$ cat src/rtl/crc16_pkg.sv
package crc16_pkg;
  localparam int ADDR_W = 2;
  localparam int DATA_W = 16;
  localparam int BYTE_W = 8;
  localparam int CNT_W  = 12;

  localparam logic [ADDR_W-1:0] WA_CTRL   = 2'd0;
  localparam logic [ADDR_W-1:0] WA_DIN    = 2'd1;
  localparam logic [ADDR_W-1:0] WA_RESULT = 2'd2;

  localparam int CLR_BIT = 15;

  localparam logic [DATA_W-1:0] POLY_REFL = 16'h8408;
  localparam logic [DATA_W-1:0] SEED      = 16'hFFFF;
  localparam logic [DATA_W-1:0] OUT_XOR   = 16'hFFFF;
endpackage

$ cat src/rtl/crc16_regdec.sv
module crc16_regdec
  import crc16_pkg::*;
(
  input  logic              bus_en,
  input  logic              bus_we,
  input  logic [ADDR_W-1:0] bus_addr,
  input  logic              clr_bit,
  output logic              clr_stb,
  output logic              din_stb,
  output logic              rd_ctrl,
  output logic              rd_result
);
  logic wr, rd;

  assign wr = bus_en & bus_we;
  assign rd = bus_en & ~bus_we;

  assign clr_stb   = wr & (bus_addr == WA_CTRL) & clr_bit;
  assign din_stb   = wr & (bus_addr == WA_DIN);
  assign rd_ctrl   = rd & (bus_addr == WA_CTRL);
  assign rd_result = rd & (bus_addr == WA_RESULT);
endmodule

$ cat src/rtl/crc16_lfsr.sv
module crc16_lfsr #(
  parameter int                 W     = 16,
  parameter int                 BW    = 8,
  parameter logic [W-1:0]       POLY  = 16'h8408,
  parameter logic [W-1:0]       INIT  = 16'hFFFF
) (
  input  logic          clk,
  input  logic          rst_n,
  input  logic          clr,
  input  logic          load,
  input  logic [BW-1:0] byte_in,
  output logic [W-1:0]  state_q
);
  logic [W-1:0] chain [BW+1];

  assign chain[0] = state_q;

  for (genvar i = 0; i < BW; i++) begin : g_stage
    logic fb;
    assign fb = chain[i][0] ^ byte_in[i];
    assign chain[i+1] = fb ? ((chain[i] >> 1) ^ POLY) : (chain[i] >> 1);
  end

  always_ff @(posedge clk or negedge rst_n) begin
    if (!rst_n)      state_q <= INIT;
    else if (clr)    state_q <= INIT;
    else if (load)   state_q <= chain[BW];
  end
endmodule

$ cat src/rtl/crc16_sat_cnt.sv
module crc16_sat_cnt #(
  parameter int CW = 12
) (
  input  logic          clk,
  input  logic          rst_n,
  input  logic          clr,
  input  logic          inc,
  output logic [CW-1:0] cnt_q
);
  localparam logic [CW-1:0] TOP = {CW{1'b1}};

  always_ff @(posedge clk or negedge rst_n) begin
    if (!rst_n)                   cnt_q <= '0;
    else if (clr)                 cnt_q <= '0;
    else if (inc && cnt_q != TOP) cnt_q <= cnt_q + 1'b1;
  end
endmodule

$ cat src/rtl/crc16_engine.sv
module crc16_engine
  import crc16_pkg::*;
#(
  parameter int                 CNT_BITS = CNT_W,
  parameter logic [DATA_W-1:0]  GEN      = POLY_REFL,
  parameter logic [DATA_W-1:0]  START    = SEED
) (
  input  logic              clk,
  input  logic              rst_n,
  input  logic              bus_en,
  input  logic              bus_we,
  input  logic [ADDR_W-1:0] bus_addr,
  input  logic [DATA_W-1:0] bus_wdata,
  output logic [DATA_W-1:0] bus_rdata
);
  localparam int PAD_W = DATA_W - CNT_BITS;

  logic              clr_stb, din_stb, rd_ctrl, rd_result;
  logic [DATA_W-1:0] crc_q;
  logic [CNT_BITS-1:0] cnt_q;
  logic              unused_wbits;

  assign unused_wbits = ^bus_wdata[CLR_BIT-1:BYTE_W];

  crc16_regdec u_dec (
    .bus_en   (bus_en),
    .bus_we   (bus_we),
    .bus_addr (bus_addr),
    .clr_bit  (bus_wdata[CLR_BIT]),
    .clr_stb  (clr_stb),
    .din_stb  (din_stb),
    .rd_ctrl  (rd_ctrl),
    .rd_result(rd_result)
  );

  crc16_lfsr #(.W(DATA_W), .BW(BYTE_W), .POLY(GEN), .INIT(START)) u_lfsr (
    .clk    (clk),
    .rst_n  (rst_n),
    .clr    (clr_stb),
    .load   (din_stb),
    .byte_in(bus_wdata[BYTE_W-1:0]),
    .state_q(crc_q)
  );

  crc16_sat_cnt #(.CW(CNT_BITS)) u_cnt (
    .clk  (clk),
    .rst_n(rst_n),
    .clr  (clr_stb),
    .inc  (din_stb),
    .cnt_q(cnt_q)
  );

  always_comb begin
    bus_rdata = '0;
    if (rd_ctrl)        bus_rdata = {{PAD_W{1'b0}}, cnt_q};
    else if (rd_result) bus_rdata = crc_q ^ OUT_XOR;
  end
endmodule

$ cat config.mk
export PLATFORM = sky130hd
export DESIGN_NAME = crc16_engine
export DESIGN_NICKNAME = d
export VERILOG_FILES = /design/src/rtl/crc16_pkg.sv /design/src/rtl/crc16_regdec.sv /design/src/rtl/crc16_lfsr.sv /design/src/rtl/crc16_sat_cnt.sv /design/src/rtl/crc16_engine.sv
export SDC_FILE = /design/constraint.sdc
export NUM_CORES = 1
export LEC_CHECK = 0
export BUFFER_PORTS_ARGS = -buffer_cell sky130_fd_sc_hd__buf_4
export CAP_MARGIN = 20
export CORE_MARGIN = 10
export CORE_UTILIZATION = 50
export DETAILED_ROUTE_END_ITERATION = 10
export GPL_ROUTABILITY_DRIVEN = 0
export HOLD_SLACK_MARGIN = 0.1
export PLACE_DENSITY = 0.79
export SLEW_MARGIN = 20
export SYNTH_ARGS = -nofsm -noshare
export SYNTH_HDL_FRONTEND = slang
export SYNTH_HIERARCHICAL = 1
export SYNTH_SLANG_ARGS = --single-unit
$ cat constraint.sdc
create_clock -name clk -period 2.5 [get_ports clk]
set_input_delay 0.125 -clock clk [delete_from_list [all_inputs] [get_ports clk]]
set_output_delay 0.125 -clock clk [all_outputs]
set_load 0.005 [all_outputs]
==> run metrics <==
Post-synth EDFFs 0; Yosys warning total 6; worst slew pin tran 610 ps; drt pass-1 iters 4; CP Cell Sequence ha_1, inv_1, o41ai_2, mux2i_1, nor2_1; I/O pin total 38; setup_tns 0 ps; postcts setup bufs 0; largest net degree at the start of global routing 29; CP Launch Type flip-flop; cell family with most CP delay compound AO/OA/AOI/OAI gates; Yosys cell types 47; CP Buf/Inv Count 1; total grt overflow 0; CP max-delay cell o41ai_2; Yosys top cell area share 21.5%; final hold violations 0; Max-Cap Viols 0; drt via density 5.66; synthesized area 1960 sq um; Worst EP arrival 1900 ps; initial antenna violation count 0; Hold Slack 297 ps; routed via count 1505; Die X 82.6 um; TritonCTS buffer count 3; RSZ-0062 raised after global routing false; CTS resizes 0; clk_lat worst skew 280 ps; TritonCTS clock tree done; Slew Limit Headroom 59.3%; P&R area growth vs syn 16.9%; CTS max path bufs 2; CTS H-tree depth 1; footprint of the multi-input gates 1190 sq um; per-cell routed wire length 16.8 um; Main synth FF type dfstp_2; DRT iter0 DRCs 110; sequential area share after synthesis 36.8%; Rows 22; leading area contributor after synthesis dfstp_2; Period minus WS final 1720 ps; IO Port Bufs 30; class of the worst hold path primary input to async pin; syn nets 209; CP max stage delay 470 ps; Yosys reg bits 28; outcome complete, no violations; diode count 0; vias in the first global route 1481; final worst-path cycle share 68.8%; Post-Route WL 4460 um; Crit path required time 2680 ps; layout cells sized above 1 33.9%; Sequential Area 721 sq um; final-stage net count 242; DRC errors left 0; critical path class flip-flop to flip-flop; CTS Sinks 28; Synth area leaders dfstp_2 21%, dfrtp_1 15%, xnor3_1 9.2%, xnor2_1 5.4%, nor2b_1 3.5%; clk_skew 5.83 ps; first-pass GRT wire length 7230 um; GRT Total Usage 13.4%; area of the die 6820 sq um; Async SR Flop Fraction 100%; Starting Density 52.7%; HPWL after DPL 3270 um; core area 3720 sq um; crit end category flip-flop; final slew viol count 0; fmax 581 MHz; leakage 1.02 nW; CTS root buf clkbuf_8; Gate Count Post-Synth 186; CP max FO 7; clk slew on worst S/H paths 100 ps; synth cell count leaders 16 x dfstp_2, 16 x nand2_1, 15 x nor2_1; Final Total Pwr 2.08 mW; setup violators final 0; die height 82.6 um; Mean Syn Cell Area 10.5 sq um; maximum vdd drop 0.610 mV; Routed Antenna Nets 0; FILL cells 326; P per Cell Area 907 nW/um^2
## where the power goes
| group | leakage [nW] | switching, mW | internal, mW |
|---|---|---|---|
| clock network | 0.0228 | 0.143 | 0.114 |
| logic | 0.664 | 0.348 | 0.612 |
| registers | 0.332 | 0.173 | 0.687 |
## worst reg2reg max path: cells and delay by family (launching register included)
family          cells  cell delay [ps]
compound gates      1              470
buf+inv             1              120
flops               1              420
mux                 1              240
fa+ha+maj           1              320
simple gates        1               60
## layout by cell type (no fill, tap or decap), drive strengths merged, types with 2 or more instances in the layout
master	instances
a211o	8
a21oi	12
and3	3
and4	2
buf	34
clkbuf	4
dfrtp	12
dfstp	16
mux2	2
mux2i	2
nand2	16
nand3	7
nand4	3
nor2	15
nor2b	11
nor3	8
nor4	2
o21ai	17
xnor2	14
xnor3	8
xor2	6
## through the flow
step	worst slack [ps]	cell area [sq um]	instances	util (%)
after floorplan	961	1960	186	-
after global placement	772	2230	261	60.1
after detailed placement	747	2230	261	60.1
after CTS	803	2290	266	61.6
after global routing	686	2290	266	61.6
final	780	2290	266	61.6
## registers in the layout, indices dropped and copies added, names as in the netlist
signal          flops
u_lfsr/state_q     16
u_cnt/cnt_q        12
## repair_timing
action	CTS	global route
hold buffers	1	0
setup endpoints to repair	0	0
hold endpoints to repair	28	0
## metal layers
layer / vias to the layer above / share of wire (%) / GRT usage [%]
met1: 733 / 47 / 18.7
met4: 0 / 0.45 / 2.51
li1: 727 / - / -
met3: 2 / 7.2 / 3.24
met5: - / 0 / 0
met2: 43 / 46 / 20.7
## logic make-up after synthesis
logic type | after synthesis | synth area share (%)
AOI/OAI and AO/OA | 41 | 14.8
xor gates and xnor gates | 29 | 20.5
adders and majority gates | 1 | 0.639
buffers and inverters | 9 | 2.68
DFF | 28 | 36.8
muxes | 4 | 2.36
and+or+nand+nor | 74 | 22.2
## worst paths after layout
path / slack (ps) / cells past startpoint / startpoint / to
worst max-delay path: 780 / 5 / u_cnt/cnt_q[0]$_DFFE_PN0P_ / u_cnt/cnt_q[1]$_DFFE_PN0P_
worst min-delay path: 300 / 2 / rst_n / u_cnt/cnt_q[0]$_DFFE_PN0P_
worst max register to register: 780 / 5 / u_cnt/cnt_q[0]$_DFFE_PN0P_ / u_cnt/cnt_q[1]$_DFFE_PN0P_
worst min register to register: 610 / 2 / u_lfsr/state_q[2]$_DFFE_PN1P_ / u_lfsr/state_q[2]$_DFFE_PN1P_
max in group asynchronous: 1880 / 2 / rst_n / u_lfsr/state_q[12]$_DFFE_PN1P_
min in group clk: 330 / 4 / bus_wdata[4] / u_lfsr/state_q[0]$_DFFE_PN1P_
## area by class of cell
| class | instances | share of cell area, % |
|---|---|---|
| Multi-Input combinational cell | 149 | 52.0 |
| Timing Repair Buffer | 35 | 11.6 |
| Clock buffer | 4 | 1.97 |
| Sequential cell | 28 | 31.5 |
| Inverter | 2 | 0.328 |
| Tap cell | 48 | 2.62 |
No activity file was read; power rests on OpenSTA's default activity.
